<file path="src/rtl/msi_agg_pkg.sv">
package msi_agg_pkg;
  // Address of the status word of bank b
  function automatic int unsigned stat_addr(int unsigned b);
    return 2 * b;
  endfunction

  // Address of the enable word of bank b
  function automatic int unsigned en_addr(int unsigned b);
    return 2 * b + 1;
  endfunction

  // Address of the summary register
  function automatic int unsigned top_addr(int unsigned nbanks);
    return 2 * nbanks;
  endfunction
endpackage

</file>
<file path="src/rtl/msi_vec_bank.sv">
module msi_vec_bank #(
  parameter int VEC   = 32,
  parameter int VEC_W = $clog2(VEC)
) (
  input  logic             clk,
  input  logic             rst_n,
  input  logic             evt_valid,
  input  logic [VEC_W-1:0] evt_vec,
  input  logic             wr_stat,
  input  logic             wr_en,
  input  logic [VEC-1:0]   wdata,
  output logic [VEC-1:0]   stat_o,
  output logic [VEC-1:0]   en_o,
  output logic             pend_o
);
  logic [VEC-1:0] stat_q, en_q, set_mask, clr_mask;

  // One-hot mask of the bit named by an accepted event
  always_comb begin
    set_mask = '0;
    for (int i = 0; i < VEC; i++)
      if (evt_valid && (evt_vec == VEC_W'(i))) set_mask[i] = 1'b1;
  end

  assign clr_mask = wr_stat ? wdata : '0;

  // The event mask is ORed in after the clear, so a set wins over a clear on the same bit
  always_ff @(posedge clk or negedge rst_n) begin
    if (!rst_n) begin
      stat_q <= '0;
      en_q   <= '0;
    end else begin
      stat_q <= (stat_q & ~clr_mask) | set_mask;
      if (wr_en) en_q <= wdata;
    end
  end

  assign stat_o = stat_q;
  assign en_o   = en_q;
  assign pend_o = |(stat_q & en_q);

  AST_EVT_SETS_BIT: assert property (@(posedge clk) disable iff (!rst_n)
    evt_valid |=> stat_q[$past(evt_vec)]);
  AST_CLR_CLEARS: assert property (@(posedge clk) disable iff (!rst_n)
    (wr_stat && !evt_valid) |=> ((stat_q & $past(wdata)) == '0));
  AST_CLR_KEEPS_OTHERS: assert property (@(posedge clk) disable iff (!rst_n)
    wr_stat |=> ((stat_q & ~$past(wdata)) == ($past(stat_q) & ~$past(wdata)) | ($past(set_mask) & ~$past(wdata))));
  AST_EN_WRITE: assert property (@(posedge clk) disable iff (!rst_n)
    wr_en |=> (en_q == $past(wdata)));
endmodule

</file>
<file path="src/rtl/msi_top_latch.sv">
module msi_top_latch #(
  parameter int NUM_BANKS = 8
) (
  input  logic                 clk,
  input  logic                 rst_n,
  input  logic [NUM_BANKS-1:0] pend,
  input  logic                 clr,
  output logic                 agg_o,
  output logic                 sticky_o
);
  logic agg, agg_q, sticky_q, rise;

  assign agg  = |pend;
  assign rise = agg && !agg_q;

  // On the same edge, a rising live OR wins over a software clear
  always_ff @(posedge clk or negedge rst_n) begin
    if (!rst_n) begin
      agg_q    <= 1'b0;
      sticky_q <= 1'b0;
    end else begin
      agg_q <= agg;
      if (rise)     sticky_q <= 1'b1;
      else if (clr) sticky_q <= 1'b0;
    end
  end

  assign agg_o    = agg;
  assign sticky_o = sticky_q;

  AST_RISE_LATCHES: assert property (@(posedge clk) disable iff (!rst_n)
    (agg && !agg_q) |=> sticky_q);
  AST_STICKY_HOLDS: assert property (@(posedge clk) disable iff (!rst_n)
    (sticky_q && !clr) |=> sticky_q);
  AST_NO_REARM: assert property (@(posedge clk) disable iff (!rst_n)
    (!sticky_q && agg_q && agg) |=> !sticky_q);
endmodule

</file>
<file path="src/rtl/msi_status_aggregator.sv">
module msi_status_aggregator
  import msi_agg_pkg::*;
#(
  parameter int NUM_BANKS    = 8,
  parameter int VEC_PER_BANK = 32,
  parameter int VEC_W        = $clog2(VEC_PER_BANK),
  parameter int ADDR_W       = $clog2(2 * NUM_BANKS + 1)
) (
  input  logic                       clk,
  input  logic                       rst_n,
  input  logic [NUM_BANKS-1:0]       evt_valid,
  output logic [NUM_BANKS-1:0]       evt_ready,
  input  logic [NUM_BANKS*VEC_W-1:0] evt_vec,
  input  logic                       reg_wr,
  input  logic [ADDR_W-1:0]          reg_addr,
  input  logic [VEC_PER_BANK-1:0]    reg_wdata,
  output logic [VEC_PER_BANK-1:0]    reg_rdata,
  output logic                       irq
);
  localparam logic [ADDR_W-1:0] TOP_A = ADDR_W'(top_addr(NUM_BANKS));

  logic [NUM_BANKS-1:0]    pend;
  logic [VEC_PER_BANK-1:0] stat_w [NUM_BANKS];
  logic [VEC_PER_BANK-1:0] en_w   [NUM_BANKS];
  logic                    agg, sticky, top_clr;

  // The block never back-pressures an event port
  assign evt_ready = '1;

  for (genvar b = 0; b < NUM_BANKS; b++) begin : g_bank
    logic wr_s, wr_e;
    assign wr_s = reg_wr && (reg_addr == ADDR_W'(stat_addr(b)));
    assign wr_e = reg_wr && (reg_addr == ADDR_W'(en_addr(b)));
    msi_vec_bank #(.VEC(VEC_PER_BANK), .VEC_W(VEC_W)) i_bank (
      .clk      (clk),
      .rst_n    (rst_n),
      .evt_valid(evt_valid[b]),
      .evt_vec  (evt_vec[b*VEC_W +: VEC_W]),
      .wr_stat  (wr_s),
      .wr_en    (wr_e),
      .wdata    (reg_wdata),
      .stat_o   (stat_w[b]),
      .en_o     (en_w[b]),
      .pend_o   (pend[b])
    );
  end

  assign top_clr = reg_wr && (reg_addr == TOP_A) && reg_wdata[0];

  msi_top_latch #(.NUM_BANKS(NUM_BANKS)) i_latch (
    .clk     (clk),
    .rst_n   (rst_n),
    .pend    (pend),
    .clr     (top_clr),
    .agg_o   (agg),
    .sticky_o(sticky)
  );

  // Combinational read mux: bit 0 of the address picks status or enable
  always_comb begin
    reg_rdata = '0;
    if (reg_addr == TOP_A) begin
      reg_rdata[0] = sticky;
      reg_rdata[1] = agg;
    end else begin
      for (int b = 0; b < NUM_BANKS; b++) begin
        if (reg_addr == ADDR_W'(stat_addr(b))) reg_rdata = stat_w[b];
        if (reg_addr == ADDR_W'(en_addr(b)))   reg_rdata = en_w[b];
      end
    end
  end

  assign irq = sticky;

  AST_IRQ_FOLLOWS_LIVE: assert property (@(posedge clk) disable iff (!rst_n)
    ($rose(agg) && !$past(irq)) |=> irq);
  AST_TOP_CLEAR: assert property (@(posedge clk) disable iff (!rst_n)
    (top_clr && irq && !(agg && !$past(agg))) |=> !irq);
endmodule

</file>
<file path="config.mk">
export PLATFORM = sky130hd
export DESIGN_NAME = msi_status_aggregator
export DESIGN_NICKNAME = d
export VERILOG_FILES = /design/src/rtl/msi_agg_pkg.sv /design/src/rtl/msi_vec_bank.sv /design/src/rtl/msi_top_latch.sv /design/src/rtl/msi_status_aggregator.sv
export SDC_FILE = /design/constraint.sdc
export NUM_CORES = 1
export LEC_CHECK = 0
export ABC_AREA = 1
export CAP_MARGIN = 40
export CORE_MARGIN = 10
export CORE_UTILIZATION = 35
export DETAILED_ROUTE_END_ITERATION = 16
export DONT_BUFFER_PORTS = 1
export PLACE_DENSITY = 0.54
export SKIP_CTS_REPAIR_TIMING = 1
export SYNTH_ARGS = -nofsm -noshare
export SYNTH_HDL_FRONTEND = slang
export SYNTH_SLANG_ARGS = --single-unit
export TNS_END_PERCENT = 50
</file>
<file path="constraint.sdc">
create_clock -name clk -period 1.55 [get_ports clk]
set_clock_uncertainty 0.05 [all_clocks]
set_input_delay 0.0775 -clock clk [delete_from_list [all_inputs] [get_ports clk]]
set_output_delay 0.0775 -clock clk [all_outputs]
set_load 0.005 [all_outputs]
</file>
==> results of run 1 <==
## sequential cells by signal, indices dropped and copies added, names as in the netlist
register              flops
g_bank.i_bank.stat_o    256
g_bank.i_bank.en_o      256
i_latch.agg_q             1
i_latch.sticky_o          1
## per-stage QoR
| step | utilization, % | power (mW) |
|---|---|---|
| 2_1_floorplan | - | 22.0 |
| 3_3_place_gp | 42.6 | 28.1 |
| 3_5_place_dp | 42.6 | 28.3 |
| 4_1_cts | 45.4 | 43.3 |
| 5_1_grt | 47.4 | 46.0 |
| 6_report | 47.4 | 44.0 |
## layer usage
metal / up-vias / track usage (%)
met1: 12799 / 37.1
met2: 1356 / 37.3
met3: 191 / 4.93
li1: 12307 / -
met4: 4 / 9.16
met5: - / 0
## power by group through the flow
stage	combinational [mW]	sequential, mW	clock (mW)
floorplan	4.00	18.0	0
global placement	9.80	18.3	0
detailed placement	9.95	18.4	0
CTS	9.99	18.2	15.2
global route	11.8	18.6	15.7
finish	10.7	18.3	15.0
## logic make-up (layout without fill, tap and decap cells)
family                 count (synthesis)  in the layout  synth area share [%]
AO/OA/AOI/OAI                        881            881                  18.1
AND/OR/NAND/NOR                     1545           1545                  25.4
buffers and inverters                402           1028                  6.18
other                                  1              8                0.0147
flip-flops                           514            514                  50.3
## worst paths after layout
path | from | endpoint | slack (ns)
max | g_bank[0].i_bank.stat_o[22] | reg_rdata[22] | -1.29
min | rst_n | g_bank[5].i_bank.en_o[19] | -0.86
max reg2reg | g_bank[0].i_bank.en_o[11] | i_latch.sticky_o | -0.39
min reg2reg | g_bank[3].i_bank.en_o[18] | g_bank[3].i_bank.en_o[18] | 0.44
max in group asynchronous | rst_n | g_bank[1].i_bank.stat_o[19] | 1.37
min in group clk | evt_vec[39] | g_bank[7].i_bank.stat_o[23] | -0.04
## cells in the final DEF, fill, tap and decap left out, types with 6 or more instances in the layout
master         count
a21oi_1           52
a22o_1            41
buf_12            31
buf_4            577
buf_6              9
bufinv_16          9
clkbuf_1          11
clkbuf_16         58
clkbuf_8          13
clkinv_2          11
conb_1             8
dfrtp_1          509
dlygate4sd3_1     93
inv_1            197
inv_2             13
nand2_1          985
nand2_2           45
nand2_4            6
nand3_1           30
nand3_2           13
nand4_1          161
nor2_1           188
nor2_2            27
nor2_4            18
nor3_1             8
o21ai_0          754
o21ai_1           16
or2_0             27
or2_1              6
or2_2             20
## layout make-up
class                   instances  area (um2)  share of cell area, %
flip-flops and latches        514       12900                   37.3
inverters                     210         788                   2.29
repair buffers                710        5980                   17.4
clock buffers                  82        1670                   4.85
clock inverters                26         382                   1.11
well taps                     959        1200                   3.48
multi-input cells            2434       11600                   33.6
## worst reg2reg max path, cell delays in order, from the launching register on
cell and delay [ns]:
dfrtp_1 0.39, nand2_1 0.08, nand4_1 0.13, a211oi_2 0.29, nand3b_1 0.18, nor2_2 0.22
nand2_2 0.14, nor2_4 0.12, nand2_4 0.08, a22o_1 0.18
==> out/metrics.yaml, run 1 <==
run_status:
  status: "complete, but fails checks"
  violations: "hold timing, setup timing"
final_layout:
  layout-drive-gt1-share_pct: 22.0
  fin_nets: 4016
  fillers: 7135
  final_area_um2: 34500
  syn_to_final_growth_pct: 35.0
  fin_cells: 4935
  antennaDiodeCount: 0
clocking:
  htree_levels: 2
  root_buffer: "clkbuf_16"
  cts.path.max_buffers: 3
  cts_tree: "yes"
  clk_pin_slew_ns: 0.06
  clk_latency_ns: 0.65
  cts_made_buffers: 58
  clock_sinks: 514
synthesis:
  synth_edf_count: 0
  ys_ff_latch: 514
  syn-cell-area_um2: 25500
  synth_cells: 3343
  yosysMostFrequentCell: "nand2_1"
  yosys.cell_types.count: 30
  yosysSeqAreaShare_pct: 50.3
  synth_common_cells: "nand2_1, o21ai_0, dfrtp_1, nor2_1, inv_1"
  ys_top_cells_by_area: "dfrtp_1, nand2_1, o21ai_0, nand4_1, nor2_1"
  yosys_warnings: 0
  synth_ff_type: "dfrtp_1"
  async_reset_ff_share_pct: 100
  synth_top_cell_by_area: "dfrtp_1"
  synth.top_cell.area_share_pct: 50.3
  postSynthAreaPerCell_um2: 7.64
sta:
  hold_viol_final: 541
  setup_viol: 34
  slew_headroom_pct: 18.6
  period_share_pct: 183
  finalCriticalPeriod_ns: 2.84
  hold_slack_ns: -0.864
  grt_setup_unrepaired: "yes"
  worstMarginPinSlew_ns: 1.22
  timing.fmax_mhz: 352
  drv_slew: 0
  setup_tns_ns: -34.92
  fin_ws_ns: -1.29
placement:
  place_ws_ns: -0.912
  place.gp.congestion: 0.935
  dpl_cell_area_um2: 31000
  dpl.cell_count: 4727
  port_buffers: 0
  dp_hpwl_um: 78700
floorplan:
  coreArea_um2: 72700
  ios: 129
  die_w_um: 290
  rows: 99
  start_util_pct: 35.1
  die_h_um: 290
  die_area_um2: 84200
pwr:
  switchingPower_mw: 13.4
  power_frac_comb_pct: 24.4
  leakage_nw: 16.3
  ir_drop_mv: 1.28
  seq_power_share_pct: 41.5
  power.density_nw_per_um2: 1280
  p_clk_share_pct: 34.1
  switching_share_pct: 30.4
  p_int_mw: 30.6
critical_path:
  crit_chain: "nand4_1 > nand2_2 > nor2_4 > nand4_1 > nand2_1 > nand4_1 > nor2_2 > nand4_1 > nor2_1 > nor2_1"
  critPathRequiredTime_ns: 1.42
  crit_family: "simple AND/OR/NAND/NOR gates"
  critPathLaunchType: "register"
  critPathMaxStageDelay_ns: 0.41
  path_class: "reg2out"
  reg2regPathDepth: 9
  cp_common_cell: "nand4_1"
  endpoint_kind: "primary output"
  worst-path-stages: 10
  cp_max_fo: 3
  crit_buf_inv: 0
  cpMaxStageDelayCell: "dfrtp_1"
  crit_arrival_ns: 2.71
global_routing:
  grt_pass1_vias: 24605
  grt_pass1_wl_um: 165000
  overflow: 0
  track_usage_pct: 25.6
  grt_max_degree: 515
  grt_antenna_before_repair: 5
detailed_routing:
  ant_nets: 0
  wl_per_cell_um: 23.0
  highest_layer: "met5"
  drc: 0
  met3_length_um: 11300
  routed_wl_um: 114000
  wl_met1_um: 50000
  num_vias: 26657
  first_pass_iters: 7
  vias_per_cell: 5.40
  wl_met2_um: 47900
  first_iter_violations: 3445
min_path:
  holdCritPathClass: "in2async"
flow_run:
  maxCapViolCount: 0
(Power assumes the default switching activity.)
==> inputs of run 2 (changes only) <==
Settings changed: CTS_BUF_LIST from default to sky130_fd_sc_hd__clkbuf_4.
==> run 2 against run 1 <==
  * The flow finishes with violations (hold timing, slew limit, setup timing)
  * Clock power is 9% lower
  * Sequential cell count stayed put
  * Register-to-register slack worse by 0.09 ns
  * Global-route usage up 0.47 points
  * Combinational power is 5% higher
  * Utilization rose by 1.7 points
  * Routed wire length up 2.9%
  * Setup slack worse by 0.37 ns
  * Count of clock-buffer cells in the layout up 139
  * Critical path type unchanged
  * Largest cell class unchanged
==> out/metrics.yaml, run 2 (synthesized netlist as in run 1, its figures left out) <==
global_routing:
  grt-busiest-layer: "met2"
  grt_util_met1_pct: 36.8  # -0.24 points
  overflow: 0  # unchanged
  use_met2_pct: 38.1  # +0.82 points
  grt_pass1_vias: 25343  # +3.0%
  grt_max_degree: 515  # unchanged
  grt_pass1_wl_um: 167000  # +1.2%
  met3_usage_pct: 6.13  # +1.2 points
  grt_antenna_before_repair: 6  # +1
  track_usage_pct: 26.1  # +0.47 points
pwr:
  leakage_nw: 17.0  # +4.3%
  seq_power_share_pct: 42.4  # +0.9 points
  ir_drop_mv: 0.649  # -49%
  p_int_mw: 29.3  # -4.3%
  power.density_nw_per_um2: 1210  # -5.5%
  switchingPower_mw: 13.8  # +2.9%
  power_frac_comb_pct: 26.1  # +1.7 points
  switching_share_pct: 32.0  # +1.6 points
  p_clk_share_pct: 31.6  # -2.5 points
run_status:
  violations: "hold timing, slew limit, setup timing"
  status: "complete, but fails checks"
placement:
  port_buffers: 0  # unchanged
  place_ws_ns: -0.912  # unchanged
  dpl.cell_count: 4727  # unchanged
  place.gp.congestion: 0.935  # unchanged
  dp_hpwl_um: 78700  # unchanged
final_layout:
  most-common-layout-cells: "nand2_1, o21ai_0, buf_4, dfrtp_1, dlygate4sd3_1"
  fillers: 7113  # -0.31%
  fin_nets: 4243  # +5.7%
  multi_input_area_um2: 11600  # about the same
  syn_to_final_growth_pct: 39.8
  layout-drive-gt1-share_pct: 23.6  # +1.6 points
  final_common_cell: "nand2_1"
  fin_cells: 5226  # +5.9%
  ff_latch_area_um2: 12900  # unchanged
sta:
  hold_slack_ns: -1.23  # -0.369 ns
  setup_viol: 169  # +400%
  drv_slew: 24  # +24
  slew_headroom_pct: -1.22  # -20 points
  period_share_pct: 207  # +24 points
  worstMarginPinSlew_ns: 1.52  # +0.298 ns
  setup_tns_ns: -79.01  # -44.09 ns
  finalCriticalPeriod_ns: 3.21  # +0.375 ns
  grt_setup_unrepaired: "yes"
  hold_viol_final: 609  # +13%
  timing.fmax_mhz: 311  # -12%
  fin_ws_ns: -1.66  # -0.375 ns
clocking:
  cts.path.max_buffers: 3  # unchanged
  clock_sinks: 514  # unchanged
  root_buffer: "clkbuf_4"
  cts_tree: "yes"
  cts_made_buffers: 150  # +160%
  clk_latency_ns: 1.03  # +0.38 ns
  clk_pin_slew_ns: 0.07  # about the same
  htree_levels: 4  # +2
detailed_routing:
  drc: 0  # unchanged
  first_iter_violations: 3613  # +4.9%
  ant_nets: 0  # unchanged
  routed_wl_um: 117000  # +2.9%
  num_vias: 28125  # +5.5%
  vias_per_cell: 5.38  # -0.37%
  wl_per_cell_um: 22.3  # -2.8%
  first_pass_iters: 5  # -2
min_path:
  holdCritPathClass: "in2async"
floorplan:
  die_w_um: 290  # unchanged
  die_h_um: 290  # unchanged
  start_util_pct: 35.1  # unchanged
  die_area_um2: 84200  # unchanged
  coreArea_um2: 72700  # unchanged
  rows: 99  # unchanged
  ios: 129  # unchanged
critical_path:
  critPathLaunchType: "register"
  rrSetupSlack_ns: -0.48  # -0.09 ns
  cp_max_fo: 3  # unchanged
  crit_arrival_ns: 3.08  # +0.37 ns
  path_class: "reg2out"
  critPathRequiredTime_ns: 1.42  # about the same
  endpoint_kind: "primary output"
flow_run:
  maxCapViolCount: 0  # unchanged
run 2: changes by cell type in the layout (fill, tap and decap cells not counted), moves of 11 or more:
cell | previous run | this run
clkbuf_8 | 13 | 0
clkbuf_1 | 11 | 0
clkbuf_16 | 58 | 0
clkbuf_4 | 0 | 221
dlygate4sd3_1 | 93 | 231
clkinv_1 | 0 | 25
run 2: path summary, 6_finish.rpt:
| kind | startpoint | end | cells after the start |
|---|---|---|---|
| hold reg to reg | g_bank[3].i_bank.en_o[18] | g_bank[3].i_bank.en_o[18] | 2 |
| setup reg to reg | g_bank[0].i_bank.en_o[9] | i_latch.sticky_o | 10 |
| max in group asynchronous | rst_n | g_bank[2].i_bank.en_o[6] | 0 |
| hold / removal | rst_n | g_bank[4].i_bank.stat_o[21] | 0 |
| setup / recovery | g_bank[0].i_bank.stat_o[22] | reg_rdata[22] | 10 |
| min in group clk | reg_addr[0] | g_bank[1].i_bank.en_o[21] | 5 |
run 2: critical path, stage by stage (launching register included):
cell and delay (ns):
dfrtp_1 0.42, nand4_1 0.12, nand2_2 0.09, nor2_4 0.12, nand4_1 0.22, nand2_1 0.19, nand4_1 0.23, nor2_2 0.22
nand4_1 0.21, nor2_1 0.14, nor2_1 0.09
run 2: per-stage QoR:
stage	utilization [%]	total power [mW]	hold WS, ns	instance area, um2
floorplan	-	22.0	-0.268	25600
global route	49.1	45.3	-1.32	35700
finish	49.1	43.1	-1.23	35700
CTS	45.2	41.9	-1.29	32900
global placement	42.6	28.1	-0.180	31000
detailed placement	42.6	28.3	-0.183	31000
run 2: routing by layer:
metal | vias to the layer above | wire, um
li1 | 12838 | -
met1 | 13573 | 50900
met2 | 1471 | 50100
met3 | 237 | 11300
met4 | 6 | 4420
met5 | - | 40
run 2: power groups by stage:
stage	registers [mW]	clock network (mW)	logic, mW
floorplan	18.0	0	4.00
global placement	18.3	0	9.80
global route	18.6	14.5	12.3
CTS	18.2	13.7	9.99
finish	18.3	13.6	11.2
detailed placement	18.4	0	9.95
run 2: final cells by class:
class,instances,area share (%)
diodes,7,0.0490
flip-flops and latches,514,36.0
clock inverters,36,0.753
inverters,210,2.21
well taps,959,3.36
repair buffers,845,20.6
clock buffers,221,4.64
multi-input cells,2434,32.4
